===== config.mk =====
export PLATFORM = sky130hd
export DESIGN_NAME = fll_loop_filter
export DESIGN_NICKNAME = d
export VERILOG_FILES = /design/src/rtl/fll_lf_pkg.sv /design/src/rtl/fll_err_scaler.sv /design/src/rtl/fll_integrator.sv /design/src/rtl/fll_dither.sv /design/src/rtl/fll_loop_filter.sv
export SDC_FILE = /design/constraint.sdc
export NUM_CORES = 1
export LEC_CHECK = 0
export ABC_AREA = 1
export BUFFER_PORTS_ARGS = -buffer_cell sky130_fd_sc_hd__buf_2
export CORE_MARGIN = 10
export CORE_UTILIZATION = 45
export DETAILED_ROUTE_END_ITERATION = 6
export PLACE_DENSITY = 0.66
export SLEW_MARGIN = 20
export SYNTH_ARGS = -nofsm -noshare
export SYNTH_HDL_FRONTEND = slang
export SYNTH_SLANG_ARGS = --single-unit

===== constraint.sdc =====
create_clock -name clk -period 7.17 [get_ports clk]
set_input_delay 1.7925 -clock clk [delete_from_list [all_inputs] [get_ports clk]]
set_output_delay 1.7925 -clock clk [all_outputs]
set_load 0.02 [all_outputs]

===== src/rtl/fll_lf_pkg.sv =====
// Shared definitions for the loop filter.
// Assumes: nothing beyond IEEE 1800-2017 synthesizable subset.
package fll_lf_pkg;

    typedef enum logic {
        MODE_STANDALONE = 1'b0,
        MODE_CLOSED     = 1'b1
    } loop_mode_e;

endpackage


===== src/rtl/fll_err_scaler.sv =====
// Error scaler: signed (target - measured), arithmetic right shift by gain,
// sign-extended to the integrator adder width.
// Assumes: OUT_W > FACT_W + 1.
module fll_err_scaler #(
    parameter int FACT_W = 16,
    parameter int GAIN_W = 4,
    parameter int OUT_W  = 22
) (
    input  logic [FACT_W-1:0]       target,
    input  logic [FACT_W-1:0]       meas,
    input  logic [GAIN_W-1:0]       gain,
    output logic signed [OUT_W-1:0] step
);
    localparam int ERR_W = FACT_W + 1;

    logic signed [ERR_W-1:0] err;
    logic signed [ERR_W-1:0] shifted;

    // Signed difference and gain shift.
    always_comb begin
        err     = $signed({1'b0, target}) - $signed({1'b0, meas});
        shifted = err >>> gain;
    end

    assign step = {{(OUT_W - ERR_W){shifted[ERR_W-1]}}, shifted};
endmodule


===== src/rtl/fll_integrator.sv =====
// Integrator register: loads a fixed integer part (fraction cleared) or adds a
// signed step with saturation at zero and all-ones.
// Assumes: STEP_W = ST_W + 2; the step magnitude is below 2**ST_W.
module fll_integrator #(
    parameter int INT_W      = 10,
    parameter int FRAC_W     = 10,
    parameter int RESET_CODE = 'h121,
    parameter int STEP_W     = INT_W + FRAC_W + 2
) (
    input  logic                     clk,
    input  logic                     rst_n,
    input  logic                     load,
    input  logic [INT_W-1:0]         load_val,
    input  logic                     upd,
    input  logic signed [STEP_W-1:0] step,
    output logic [INT_W+FRAC_W-1:0]  state
);
    localparam int ST_W = INT_W + FRAC_W;

    logic [ST_W-1:0]          state_q;
    logic [ST_W-1:0]          state_nxt;
    logic signed [STEP_W-1:0] sum;

    assign sum = $signed({2'b00, state_q}) + step;

    // Clamp the sum into [0, all-ones].
    always_comb begin
        if (sum[STEP_W-1])      state_nxt = '0;
        else if (sum[STEP_W-2]) state_nxt = '1;
        else                    state_nxt = sum[ST_W-1:0];
    end

    // State register: reset, standalone load, or tick update.
    always_ff @(posedge clk) begin
        if (!rst_n)    state_q <= {INT_W'(RESET_CODE), {FRAC_W{1'b0}}};
        else if (load) state_q <= {load_val, {FRAC_W{1'b0}}};
        else if (upd)  state_q <= state_nxt;
    end

    assign state = state_q;
endmodule


===== src/rtl/fll_dither.sv =====
// First-order dither: accumulates the fraction on each advance; a carry out
// raises the code by one (saturating) until the next advance.
// Assumes: clear has priority over advance.
module fll_dither #(
    parameter int INT_W  = 10,
    parameter int FRAC_W = 10
) (
    input  logic              clk,
    input  logic              rst_n,
    input  logic              clear,
    input  logic              adv,
    input  logic [FRAC_W-1:0] frac,
    input  logic [INT_W-1:0]  int_part,
    output logic [INT_W-1:0]  code
);
    logic [FRAC_W-1:0] acc_q;
    logic              bump_q;
    logic [FRAC_W:0]   acc_sum;

    assign acc_sum = {1'b0, acc_q} + {1'b0, frac};

    // Accumulator and carry-bump register.
    always_ff @(posedge clk) begin
        if (!rst_n || clear) begin
            acc_q  <= '0;
            bump_q <= 1'b0;
        end else if (adv) begin
            acc_q  <= acc_sum[FRAC_W-1:0];
            bump_q <= acc_sum[FRAC_W];
        end
    end

    // Bumped code, held at the top value.
    always_comb begin
        if (bump_q && (int_part != {INT_W{1'b1}})) code = int_part + INT_W'(1);
        else                                     code = int_part;
    end
endmodule


===== src/rtl/fll_loop_filter.sv =====
// Loop filter top: mode selection, freeze control, status capture, and the
// scaler / integrator / dither datapath.
// Assumes: ref_tick is a single-cycle pulse synchronous to clk.
module fll_loop_filter #(
    parameter int FACT_W     = 16,
    parameter int INT_W      = 10,
    parameter int FRAC_W     = 10,
    parameter int GAIN_W     = 4,
    parameter int RESET_CODE = 'h121
) (
    input  logic                    clk,
    input  logic                    rst_n,
    input  logic                    ref_tick,
    input  logic [FACT_W-1:0]       meas_factor,
    input  logic [FACT_W-1:0]       target_factor,
    input  logic [GAIN_W-1:0]       loop_gain,
    input  logic                    run_mode,
    input  logic [INT_W-1:0]        fixed_code,
    input  logic                    dither_en,
    input  logic                    open_loop_hold,
    input  logic                    locked,
    output logic [INT_W-1:0]        osc_code,
    output logic [FACT_W-1:0]       status_factor,
    output logic [INT_W+FRAC_W-1:0] integ_state
);
    import fll_lf_pkg::*;

    localparam int ST_W   = INT_W + FRAC_W;
    localparam int STEP_W = ST_W + 2;

    loop_mode_e               mode;
    logic                     frozen;
    logic                     upd;
    logic signed [STEP_W-1:0] step;
    logic [INT_W-1:0]         dith_code;
    logic [FACT_W-1:0]        status_q;

    assign mode   = loop_mode_e'(run_mode);
    assign frozen = open_loop_hold && locked;
    assign upd    = (mode == MODE_CLOSED) && ref_tick && !frozen;

    fll_err_scaler #(.FACT_W(FACT_W), .GAIN_W(GAIN_W), .OUT_W(STEP_W)) u_scale (
        .target (target_factor),
        .meas   (meas_factor),
        .gain   (loop_gain),
        .step   (step)
    );

    fll_integrator #(.INT_W(INT_W), .FRAC_W(FRAC_W), .RESET_CODE(RESET_CODE),
                     .STEP_W(STEP_W)) u_integ (
        .clk      (clk),
        .rst_n    (rst_n),
        .load     (mode == MODE_STANDALONE),
        .load_val (fixed_code),
        .upd      (upd),
        .step     (step),
        .state    (integ_state)
    );

    fll_dither #(.INT_W(INT_W), .FRAC_W(FRAC_W)) u_dith (
        .clk      (clk),
        .rst_n    (rst_n),
        .clear    (!dither_en || (mode == MODE_STANDALONE)),
        .adv      (upd && dither_en),
        .frac     (integ_state[FRAC_W-1:0]),
        .int_part (integ_state[ST_W-1:FRAC_W]),
        .code     (dith_code)
    );

    // Capture the measured factor on every tick.
    always_ff @(posedge clk) begin
        if (!rst_n)        status_q <= '0;
        else if (ref_tick) status_q <= meas_factor;
    end

    assign status_factor = status_q;
    assign osc_code      = (mode == MODE_STANDALONE) ? fixed_code : dith_code;
endmodule


## Word level (Yosys, flattened, before mapping)

Index checks and enable logic that the tools add are counted.

| operators by class | value |
|---|---|
| shift-type cells | 1 |
| equal/unequal tests | 2 |
| mux-type cells | 6 |
| reductions and logical operators | 11 |
| bitwise logic cells | 1 |
| add/subtract/negate cells | 4 |

Operators by type and width:

| operator | count |
|---|---|
| two-way mux 20 bit | 4 |
| adder 21 x 17 -> 22 bit | 1 |
| two-way mux 10 bit | 2 |
| >>> shifter 17 x 4 -> 17 bit | 1 |
| subtractor 16 x 16 -> 17 bit | 1 |
| adder 10 x 10 -> 11 bit | 1 |
| adder 10 x 1 -> 10 bit, second input constant | 1 |
| inequality test 10 bit, second input constant | 1 |
| logical AND 1 bit | 5 |
| logical NOT 1 bit | 3 |
| logical OR 1 bit | 2 |
| inequality test 2 x 1 -> 1 bit, second input constant | 1 |
| AND reduction 2 bit | 1 |
| inverter 1 bit | 1 |

| word-level totals | value |
|---|---|
| logic and storage cells | 30 |
| input bits | 53 |
| register bits | 47 |
| output and inout port bits | 46 |

## Depth between registers and ports, before layout

| logic depth | value |
|---|---|
| depth in word-level cells | 7 |
| gate-level depth with buffers | 32 |
| gate-level depth less buffers | 32 |

## Cells and area by module

From an unflattened synthesis, not the netlist that was laid out.

| second synthesis, totals | value |
|---|---|
| cells, all modules | 1089 |
| area total of the unflattened synthesis | 6085.8 sq um |

By module, submodules not included:

| module | area an instance (sq um) | instances | cells an instance |
|---|---|---|---|
| fll_integrator | 2336.0 | 1 | 405 |
| fll_err_scaler | 1906.8 | 1 | 386 |
| fll_dither | 1133.6 | 1 | 189 |
| fll_loop_filter | 709.4 | 1 | 109 |

## Worst setup path after synthesis

No wires, ideal clock.

| timing path | value |
|---|---|
| path kind | input-to-reg |
| from | input port target_factor[0] |
| to | register u_integ.state_q[16] (netlist: u_integ.state[16]) |
| setup slack | 2251 ps |
| data required time | 7050 ps |
| arrival time | 4799 ps |
| cell stages on the path | 29 |
| path through | inv_1 -> ha_1 -> fa_1 -> inv_1 -> nand3_1 -> nand2_2 -> nand3_1 -> nand4_1 -> nand3_1 -> nand3_1 -> nand3_1 -> nand2_1 -> nand2_1 -> nand2_1 -> ha_1 -> inv_1 -> fa_1 -> inv_1 -> nand3_1 -> nand2_1 -> nand2_1 -> o211ai_1 -> nand3_1 -> nand2_1 -> nand2_1 -> nand2_1 -> nand2_1 -> nand2_1 -> a21oi_1 |

| between the ends | value |
|---|---|
| cells in the longest elaborated chain, start to end | 7 |

RTL lines:

| item | RTL line | text |
|---|---|---|
| start: declaration | fll_loop_filter.sv:15 | `input logic [FACT_W-1:0] target_factor,` |
| subtractor 16 x 16 -> 17 bit (*) | fll_err_scaler.sv:21 | `err = $signed({1'b0, target}) - $signed({1'b0, meas});` |
| >>> shifter 17 x 4 -> 17 bit (*) | fll_err_scaler.sv:22 | `shifted = err >>> gain;` |
| adder 21 x 17 -> 22 bit (*) | fll_integrator.sv:24 | `assign sum = $signed({2'b00, state_q}) + step;` |
| two-way mux 20 bit | fll_integrator.sv:29 | `else if (sum[STEP_W-2]) state_nxt = '1;` |
| two-way mux 20 bit (*) | fll_integrator.sv:28 | `if (sum[STEP_W-1]) state_nxt = '0;` |
| two-way mux 20 bit (*) | fll_integrator.sv:37 | `else if (upd) state_q <= state_nxt;` |
| two-way mux 20 bit (*) | fll_integrator.sv:36 | `else if (load) state_q <= {load_val, {FRAC_W{1'b0}}};` |
| end signal: assignment | fll_integrator.sv:35 | `if (!rst_n) state_q <= {INT_W'(RESET_CODE), {FRAC_W{1'b0}}};` |
| end signal: assignment | fll_integrator.sv:36 |  |
| end signal: assignment | fll_integrator.sv:37 |  |
| end: declaration | fll_integrator.sv:20 | `logic [ST_W-1:0] state_q;` |

Every way passes the cells marked *; elsewhere a longest branch is shown, timed or not. The select of a mux whose other input is x is not followed.
A chain may end at the register's enable or synchronous reset.

## Worst setup path in the final report

| timing path | value |
|---|---|
| from | input port meas_factor[0] |
| to | register u_integ.state_q[18] (netlist: u_integ.state[18]) |

| between the ends | value |
|---|---|
| cells in the longest elaborated chain, start to end | 7 |

RTL lines:

| item | RTL line | text |
|---|---|---|
| start: declaration | fll_loop_filter.sv:14 | `input logic [FACT_W-1:0] meas_factor,` |
| subtractor 16 x 16 -> 17 bit (*) | fll_err_scaler.sv:21 |  |
| >>> shifter 17 x 4 -> 17 bit (*) | fll_err_scaler.sv:22 |  |
| adder 21 x 17 -> 22 bit (*) | fll_integrator.sv:24 |  |
| two-way mux 20 bit | fll_integrator.sv:29 |  |
| two-way mux 20 bit (*) | fll_integrator.sv:28 |  |
| two-way mux 20 bit (*) | fll_integrator.sv:37 |  |
| two-way mux 20 bit (*) | fll_integrator.sv:36 |  |

Marked as above.

==> key figures <==
Global routing
  • Vias in the first global route: 5694
  • First-pass GRT wire length: 27500 µm
  • GRT Total Usage: 0.184
  • Largest net degree at the start of global routing: 34
  • Initial antenna violation count: 0
  • Overflow after GRT: 0

Power
  • Peak supply drop: 0.0000959 V
  • Total power: 1.08 mW
  • Static leakage: 3.51 nW
  • PwrDens: 169 mW/mm²

Layout
  • Share of cells above drive strength 1: 0.123
  • Ant. Diodes: 0
  • Commonest non-fill, non-tap cells in the layout: nand2_1 (300), inv_1 (143), nand3_1 (102)
  • Synth-to-layout area growth: 13.4%
  • Final Net Count: 1168
  • Most common cell after layout, fill and taps aside: nand2_1
  • Post-route insts no fill: 1232
  • Final Core Density: 0.526

STA
  • Peak Freq: 176 MHz
  • Fin Clk Skew: 0.00785 ns
  • Final setup viols: 0
  • Slew margin rel.: 0.489
  • RSZ-0062 raised after global routing: no
  • Final worst setup slack: 1.50 ns
  • Fin. max-slew vios: 0
  • Final Hold Viols: 0
  • Worst-Margin Slew: 0.765 ns
  • Final worst path period share: 0.791
  • Final setup TNS: 0 ns
  • Post-route minimum period: 5.67 ns

Logic synthesis
  • Mapped Area: 0.00564 mm²
  • Syn Area/Cell: 5.74 µm²
  • Number of synthesized flops with an enable pin: 0
  • Synthesized flop and latch total: 47
  • Post-Syn Nets: 1088
  • Ys Warns: 0
  • Synth Instances: 983
  • Share of the synthesized area in the top cell type: 0.200
  • Synth top area cells: nand2_1 (20%), dfxtp_1 (17%), ha_1 (11%)
  • Top cell type by total area after synthesis: nand2_1
  • Seq/Total Area, Yosys: 0.167
  • Synth Flop Type: dfxtp_1
  • Yosys cell types: 38
  • Async S/R FF share, synth: 0

Place
  • Dpl ws: 1.21 ns
  • Port Buffers: 98
  • Placed insts: 1224
  • Final HPWL DP: 13300 µm
  • Final Wtd Congestion: 0.950

Clock tree
  • Clock Path Buffers: 2
  • CTS Sinks: 47
  • Post-CTS Setup Bufs: 0
  • Root buf cell: clkbuf_16
  • H-Tree Level Count: 2
  • Cts repair resizes: 0
  • Hold_buf cts: 0
  • TritonCTS Buffers: 5
  • CTS tree: yes
  • Clk Latency, worst-skew pair: 0.31 ns
  • Clk slew on worst S/H paths: 0.07 ns

Die
  • Rows: 40
  • DIE AREA: 0.0174 mm²
  • Core area: 0.0122 mm²
  • Starting Density: 0.464
  • Die Y-Extent: 132 µm
  • Die width: 132 µm
  • Num ports: 99

Critical path
  • CP required: 7.37 ns
  • Crit Path Max Fanout: 20
  • R2R cell count: 13
  • Crit start category: input port
  • Crit. End Element: flop
  • CP arrival: 5.88 ns
  • WS Path Type: in2reg

Run status
  • Outcome: completed

Drt
  • Vias per cell: 5.09
  • Antenna Nets Post-Route: 0
  • DRT iter0 DRCs: 487
  • Via count: 6277
  • Routed wire length: 16600 µm
  • Wirelength per Cell: 13.4 µm
  • DR DRC count: 0
  • Router iterations before antenna repair: 5

Hold path
  • HP Class: reg2reg
  • Hold depth: 2

Flow run
  • MaxCap Viol Count: 0
sequential cells by signal, summed over array words and instances (netlist names):
signal	cells
u_integ.state	20
u_dith.acc_q	10
u_dith.bump_q	1
status_factor	16
metal layers:
metal  vias up  part of all wire  track usage
li1       3352                 -            -
met4         0            0.0058       0.0309
met5         -                 0            0
met1      2724              0.49        0.261
met2       194              0.43        0.279
met3         7             0.072       0.0385
report_power, final:
group / total (mW) / internal, mW / switching [mW]
Clock: 0.291 / 0.174 / 0.117
Combinational: 0.502 / 0.173 / 0.330
Sequential: 0.289 / 0.275 / 0.0141
kinds of logic (layout without fill, tap and decap cells):
group           Yosys count  in the layout  synth area share
xor+xnor                 26             26            0.0404
fa+ha+maj                52             52             0.119
compound gates          173            173             0.168
flops                    47             47             0.167
simple gates            510            510             0.384
buf+inv                 175            256             0.121
worst paths after layout:
path | startpoint | endpoint | slack, ns
worst min-delay path | u_dith.acc_q[0] | u_dith.acc_q[0] | 0.52
worst min register to register | u_dith.acc_q[0] | u_dith.acc_q[0] | 0.52
worst max-delay path | meas_factor[0] | u_integ.state[18] | 1.50
worst max register to register | u_integ.state[0] | u_integ.state[18] | 4.38
stage by stage:
step | hold WS [ns] | area, µm²
2_1_floorplan | 0.471 | 5640
3_3_place_gp | 0.504 | 6220
3_5_place_dp | 0.511 | 6220
4_1_cts | 0.530 | 6400
5_1_grt | 0.553 | 6400
6_report | 0.523 | 6400
critical path, stage by stage:
cell and delay, ns:
buf_2 0.12, ha_1 0.20, fa_1 0.41, inv_1 0.09, nand3_1 0.07, nand2_2 0.11
nand3_1 0.10, nand4_1 0.13, nand3_1 0.11, nand3_1 0.15, nand3_1 0.12, nand2_1 0.10
nand2_1 0.05, nand2_1 0.06, ha_1 0.19, inv_1 0.06, fa_1 0.43, inv_1 0.15
nand3_1 0.08, nand2_1 0.15, nand4_1 0.14, nand3_1 0.11, nand2_1 0.05, nand2_1 0.56
nand3_1 0.15, nand2_1 0.10, nand3_1 0.06
final cells by class:
class / count / area [µm²]
inverters: 150 / 566
flip-flops and latches: 47 / 941
clock inverters: 2 / 35.0
clock buffers: 6 / 139
multi-input cells: 761 / 4020
well taps: 168 / 210
fillers: 1336 / 5760
repair buffers: 98 / 490
synthesized netlist by cell type (3+ instances only):
| cell type | number |
|---|---|
| a21o_1 | 4 |
| a21oi_1 | 74 |
| a21oi_2 | 5 |
| and2_1 | 3 |
| buf_1 | 3 |
| clkbuf_1 | 18 |
| clkinv_1 | 3 |
| dfxtp_1 | 47 |
| fa_1 | 3 |
| ha_1 | 49 |
| inv_1 | 143 |
| inv_2 | 3 |
| nand2_1 | 300 |
| nand2_2 | 7 |
| nand3_1 | 102 |
| nand3_2 | 3 |
| nand3b_1 | 3 |
| nand4_1 | 13 |
| nor2_1 | 62 |
| nor3_1 | 9 |
| nor4_1 | 3 |
| o211ai_1 | 5 |
| o21a_1 | 3 |
| o21ai_0 | 66 |
| o22ai_1 | 10 |
| or2_2 | 3 |
| xnor2_1 | 15 |
| xor2_1 | 11 |
(Power assumes the default switching activity.)
